$ cat config.mk
export PLATFORM = sky130hd
export DESIGN_NAME = dc_arb_chain
export DESIGN_NICKNAME = d
export VERILOG_FILES = /design/src/rtl/dc_arb_pkg.sv /design/src/rtl/dc_ack_latch.sv /design/src/rtl/dc_arb_node.sv /design/src/rtl/dc_arb_chain.sv
export SDC_FILE = /design/constraint.sdc
export NUM_CORES = 1
export LEC_CHECK = 0
export ABC_AREA = 1
export ABC_CLOCK_PERIOD_IN_PS = 2390
export BUFFER_PORTS_ARGS = -buffer_cell sky130_fd_sc_hd__buf_2
export CAP_MARGIN = 10
export CORE_MARGIN = 5
export CORE_UTILIZATION = 45
export DETAILED_ROUTE_END_ITERATION = 10
export HOLD_SLACK_MARGIN = 0.05
export PLACE_DENSITY = 0.68
export RECOVER_POWER = 25
export SETUP_SLACK_MARGIN = 0.02
export SLEW_MARGIN = 0
export SYNTH_ARGS = -nofsm -noshare
export SYNTH_HDL_FRONTEND = slang
export SYNTH_HIERARCHICAL = 1
export SYNTH_SLANG_ARGS = --single-unit
$ cat constraint.sdc
create_clock -name clk -period 2.39 [get_ports clk]
set_clock_uncertainty 0.1 [all_clocks]
set_input_delay 0.239 -clock clk [delete_from_list [all_inputs] [get_ports clk]]
set_output_delay 0.239 -clock clk [all_outputs]
set_load 0.05 [all_outputs]
$ cat src/rtl/dc_arb_pkg.sv
package dc_arb_pkg;

  // Decision held by a node for the current acknowledge
  typedef enum logic [1:0] {
    ND_IDLE = 2'd0,
    ND_KEEP = 2'd1,
    ND_PASS = 2'd2
  } node_dec_e;

endpackage

$ cat src/rtl/dc_ack_latch.sv
module dc_ack_latch
  import dc_arb_pkg::*;
(
  input  logic clk,
  input  logic rst_n,
  input  logic ack_i,
  input  logic want_i,
  output logic rise_o,
  output logic take_o
);

  logic      ack_q;
  node_dec_e dec_q;
  node_dec_e dec_d;

  assign rise_o = ack_i & ~ack_q;

  // Keep the acknowledge: at the rise, decided live; afterwards, from the latch
  always_comb begin
    if (!ack_i)      take_o = 1'b0;
    else if (rise_o) take_o = want_i;
    else             take_o = (dec_q == ND_KEEP);
  end

  always_comb begin
    if (!ack_i)      dec_d = ND_IDLE;
    else if (rise_o) dec_d = want_i ? ND_KEEP : ND_PASS;
    else             dec_d = dec_q;
  end

  always_ff @(posedge clk or negedge rst_n) begin
    if (!rst_n) begin
      ack_q <= 1'b0;
      dec_q <= ND_IDLE;
    end else begin
      ack_q <= ack_i;
      dec_q <= dec_d;
    end
  end

  // a low acknowledge leaves no decision behind
  assert_dec_cleared_R7: assert property (@(posedge clk) disable iff (!rst_n)
    !ack_i |=> (dec_q == ND_IDLE));

  // once settled, the decision does not flip while ack stays high
  assert_dec_kept_R4: assert property (@(posedge clk) disable iff (!rst_n)
    (ack_i && ack_q && dec_q != ND_IDLE) |=> (!ack_i || dec_q == $past(dec_q)));

endmodule

$ cat src/rtl/dc_arb_node.sv
module dc_arb_node (
  input  logic clk,
  input  logic rst_n,
  input  logic dev_req_i,
  input  logic req_in_i,
  output logic req_out_o,
  input  logic ack_in_i,
  output logic ack_out_o,
  output logic grant_o
);

  logic ack_rise;
  logic ack_take;

  assign req_out_o = dev_req_i | req_in_i;

  dc_ack_latch i_latch (
    .clk    (clk),
    .rst_n  (rst_n),
    .ack_i  (ack_in_i),
    .want_i (dev_req_i),
    .rise_o (ack_rise),
    .take_o (ack_take)
  );

  assign grant_o   = ack_take;
  assign ack_out_o = ack_in_i & ~ack_take;

  // neither output can carry an acknowledge the node did not receive
  assert_grant_needs_ack_R6: assert property (@(posedge clk) disable iff (!rst_n)
    grant_o |-> ack_in_i);
  assert_fwd_needs_ack_R6: assert property (@(posedge clk) disable iff (!rst_n)
    ack_out_o |-> ack_in_i);
  // a node never both keeps and forwards
  assert_keep_xor_fwd_R3: assert property (@(posedge clk) disable iff (!rst_n)
    !(grant_o && ack_out_o));
  // at the rise a requesting node keeps the acknowledge
  assert_rise_keeps_R2: assert property (@(posedge clk) disable iff (!rst_n)
    (ack_rise && dev_req_i) |-> grant_o);

endmodule

$ cat src/rtl/dc_arb_chain.sv
module dc_arb_chain #(
  parameter int NODES = 4
) (
  input  logic             clk,
  input  logic             rst_n,
  input  logic [NODES-1:0] dev_req,
  input  logic             res_ack,
  output logic             res_req,
  output logic [NODES-1:0] dev_grant,
  output logic             tail_ack
);

  localparam int LINKS = NODES + 1;

  logic [LINKS-1:0] req_link;
  logic [LINKS-1:0] ack_link;

  // Farthest node sees no upstream request
  assign req_link[NODES] = 1'b0;
  assign ack_link[0]     = res_ack;

  for (genvar gi = 0; gi < NODES; gi++) begin : g_node
    dc_arb_node i_node (
      .clk       (clk),
      .rst_n     (rst_n),
      .dev_req_i (dev_req[gi]),
      .req_in_i  (req_link[gi+1]),
      .req_out_o (req_link[gi]),
      .ack_in_i  (ack_link[gi]),
      .ack_out_o (ack_link[gi+1]),
      .grant_o   (dev_grant[gi])
    );
  end

  assign res_req  = req_link[0];
  assign tail_ack = ack_link[NODES];

  // Lowest set bit: the winner expected by position
  function automatic logic [NODES-1:0] nearest_req(input logic [NODES-1:0] v);
    return v & (~v + NODES'(1));
  endfunction

  // Observation state for the assertions only
  logic             ack_seen_q;
  logic [NODES-1:0] grant_q;
  always_ff @(posedge clk or negedge rst_n) begin
    if (!rst_n) begin
      ack_seen_q <= 1'b0;
      grant_q    <= '0;
    end else begin
      ack_seen_q <= res_ack;
      grant_q    <= dev_grant;
    end
  end
  logic ack_up;
  assign ack_up = res_ack & ~ack_seen_q;

  assert_req_merge_R1: assert property (@(posedge clk) disable iff (!rst_n)
    res_req == (|dev_req));
  assert_nearest_wins_R2: assert property (@(posedge clk) disable iff (!rst_n)
    ack_up |-> (dev_grant == nearest_req(dev_req)));
  assert_one_grant_R3: assert property (@(posedge clk) disable iff (!rst_n)
    $onehot0(dev_grant));
  assert_grant_held_R4: assert property (@(posedge clk) disable iff (!rst_n)
    (res_ack && ack_seen_q) |-> (dev_grant == grant_q));
  assert_tail_unclaimed_R5: assert property (@(posedge clk) disable iff (!rst_n)
    tail_ack |-> (res_ack && dev_grant == '0));
  assert_idle_quiet_R6: assert property (@(posedge clk) disable iff (!rst_n)
    !res_ack |-> (dev_grant == '0 && !tail_ack));

endmodule

==> impl_results.md <==
- H-tree lvl count: 1
- Die H: 46.0 µm
- CP Class: flop to output pin
- Starting density of the core: 46.1%
- Status: complete, but fails checks
- Reg clk slew, reported paths: roughly 0.070 ns
- Post-Syn Instances: 65
- Number of global-route vias before repair: between 400 and 500
- R2R Setup Slk: ~0.49 ns
- Sum of buffers and inverters on the critical path: 2
- Min-Delay Path Depth: 2
- Initial drt markers: 14
- Period utilization: 106%
- Max Clk Rate: between 300 and 400 MHz
- Tmin final: about 2.5 ns
- CTS root buf: clkbuf_4
- Die area: roughly 2100 µm²
- Top-level I/O count: 13
- GR Overflow Total: 0
- Final core utilization: 69.6%
- Hold EP: g_node[3].i_node/i_latch/dec_q[1]
- Core Area: 1270 µm²
- TritonCTS clock tree: built
- Dpl hpwl: about 830 µm
- CP max FO: 6
- Post-synthesis area per instance: about 9 µm²
- PD cells: around 520 nW/µm²
- Worst min path class: input pin to flop
- Routed wire length: 1110 µm
- Fillcell total: approximately 110
- Inserted Clock Buffers: 3
- Layout cells sized above 1: a little over 50%
- RR Startpoint: g_node[0].i_node/i_latch/ack_q
- Final GP Congestion: ~0.74
- IO buf count: 12
- Max-cap viol count: 0
- Final setup violation count: 2
- Critical Path Start Type: flop
- GRT Total Usage: between 10% and 20%
- CP max stage cell: dfrtp_1
- Sink Count: 12
- Worst Path Required: between 2 and 2.5 ns
- Met1 WL: roughly 430 µm
- CP arrival: 2.18 ns
- Leakage: 0.466 nW
- Cell Area, Placed: roughly 750 µm²
- Max Buffers Root-to-Sink: 2
- Worst setup margin: -0.133 ns
- Antenna Nets Post-Route: 0
- Area Growth Syn to Fin: 51.2%
- Largest stage delay, worst path: 0.39 ns
- Routed length per placed instance: ~10 µm
- ANT cells: 0
- Top delay family on crit path: simple AND/OR/NAND/NOR gates
- Cell Rows: 13
- Highest metal used: met3
- Initial antenna violation count: 0
- Fin nets: roughly 100
- Dpl cells: between 90 and 100
- Vias per cell: ~4.6
- Slew Viols, Final: 0
- RSZ-0062 raised after global routing: true
- Vias: roughly 500
- Non-filler cells, final: 108
- Setup crit end kind: output pin
- Die Wd: about 46 µm
- Met3 Routed Length: about 80 µm
- Peak supply drop: between 0.4 and 0.5 mV
- Critical path, cell by cell: inv_2 > nand3_4 > o21ai_4 > nor2_4 > nand3_2 > o21ai_4 > nor2_4 > nand3_2 > o21ai_4 > nor2_4 > nand3_4 > o21ai_4 > nor2_4 > buf_6
- Post-Syn Nets: around 70
- DRC violations left: 0
- Hold path start: dev_req[3]
- Largest net degree at the start of global routing: 13
- Post-route cell area: approximately 900 µm²
- TritonRoute pass-1 iters: 4
- Clock Latency Late Sink: about 0.26 ns
- Failing checks: setup timing
- Critical R2R Capture: g_node[3].i_node/i_latch/dec_q[1]
- Final Hold Fails: 0
- First-pass GRT wire length: 1810 µm
- Final setup TNS: -0.259 ns
- Met2 Wirelength: ~600 µm
- Yosys warning total: 6
- Post-Syn Area: around 580 µm²
- Worst reg-to-reg path cell count: 13
how the worst max path moves through the flow:
stage | startpoint | end | slack (ns) | cells after the start
final | g_node[0].i_node/i_latch/ack_q | tail_ack | -0.13 | 14
after detailed placement | g_node[0].i_node/i_latch/ack_q | dev_grant[3] | 0.001 | 13
after global routing | g_node[0].i_node/i_latch/ack_q | tail_ack | -0.30 | 14
after CTS | g_node[0].i_node/i_latch/ack_q | tail_ack | -0.16 | 14
after floorplan | g_node[0].i_node/i_latch/ack_q | tail_ack | -0.46 | 12
after global placement | g_node[0].i_node/i_latch/ack_q | dev_grant[3] | 0.04 | 13
final cells by class:
class                      instances  area (µm²)  share of cell area (%)
multi-input combinational         37         309                    35.0
sequential                        12         300                    34.0
timing repair buffer              25         173                    19.5
inverter                          16        60.1                    6.80
clock buffer                       3        22.5                    2.55
tap                               15        18.8                    2.12
stage by stage:
| step | hold slack (ns) | setup WS (ns) | power, mW |
|---|---|---|---|
| after floorplan | -0.157 | -0.461 | 0.303 |
| after global routing | 0.0631 | -0.296 | 0.494 |
| after global placement | 0.0290 | 0.0385 | 0.333 |
| final | 0.0809 | -0.133 | 0.463 |
| after CTS | 0.0616 | -0.159 | 0.460 |
| after detailed placement | 0.0282 | 0.00127 | 0.334 |
per-layer routing:
metal | track usage, % | vias up
li1 | - | 259
met1 | 13.5 | 231
met2 | 20.1 | 12
met3 | 7.11 | 0
met4 | 3.41 | 0
met5 | 0 | -
registers in the layout, indices dropped and copies added, names as in the netlist:
register,flops
g_node.i_node/i_latch/dec_q,8
g_node.i_node/i_latch/ack_q,4
where the power goes:
part | internal, mW | switching [mW] | leakage [nW] | total [mW]
logic | 0.0469 | 0.0730 | 0.297 | 0.120
registers | 0.217 | 0.0125 | 0.156 | 0.230
clock network | 0.0580 | 0.0555 | 0.0138 | 0.114
timing repair:
| item | in CTS | in global routing |
|---|---|---|
| setup endpoints to repair | 2 | 3 |
| endpoints found under the hold margin | 12 | 0 |
| resized for setup | 5 | 2 |
| setup buffers | 5 | 5 |
| pin swaps | 10 | 8 |
| hold buffers | 1 | 0 |
cells in the final DEF, fill, tap and decap left out, drive strengths merged:
| master | instances |
|---|---|
| clkbuf | 3 |
| nand2 | 12 |
| dfrtp | 12 |
| buf | 24 |
| nand3 | 12 |
| nor2 | 4 |
| dlygate4sd3 | 1 |
| o21ai | 8 |
| conb | 1 |
| inv | 16 |
worst register-to-register path, cell delays in order, from the launching register on:
cell and delay, ns:
dfrtp_1 0.39, inv_2 0.07, nand3_4 0.07, o21ai_4 0.07, nor2_4 0.13, buf_4 0.13
inv_1 0.05, nor2_4 0.18, nand3_2 0.12, o21ai_4 0.17, nor2_4 0.07, buf_4 0.13
nand3_1 0.07, o21ai_2 0.05
Note: power is estimated with default switching activity, not from simulation.
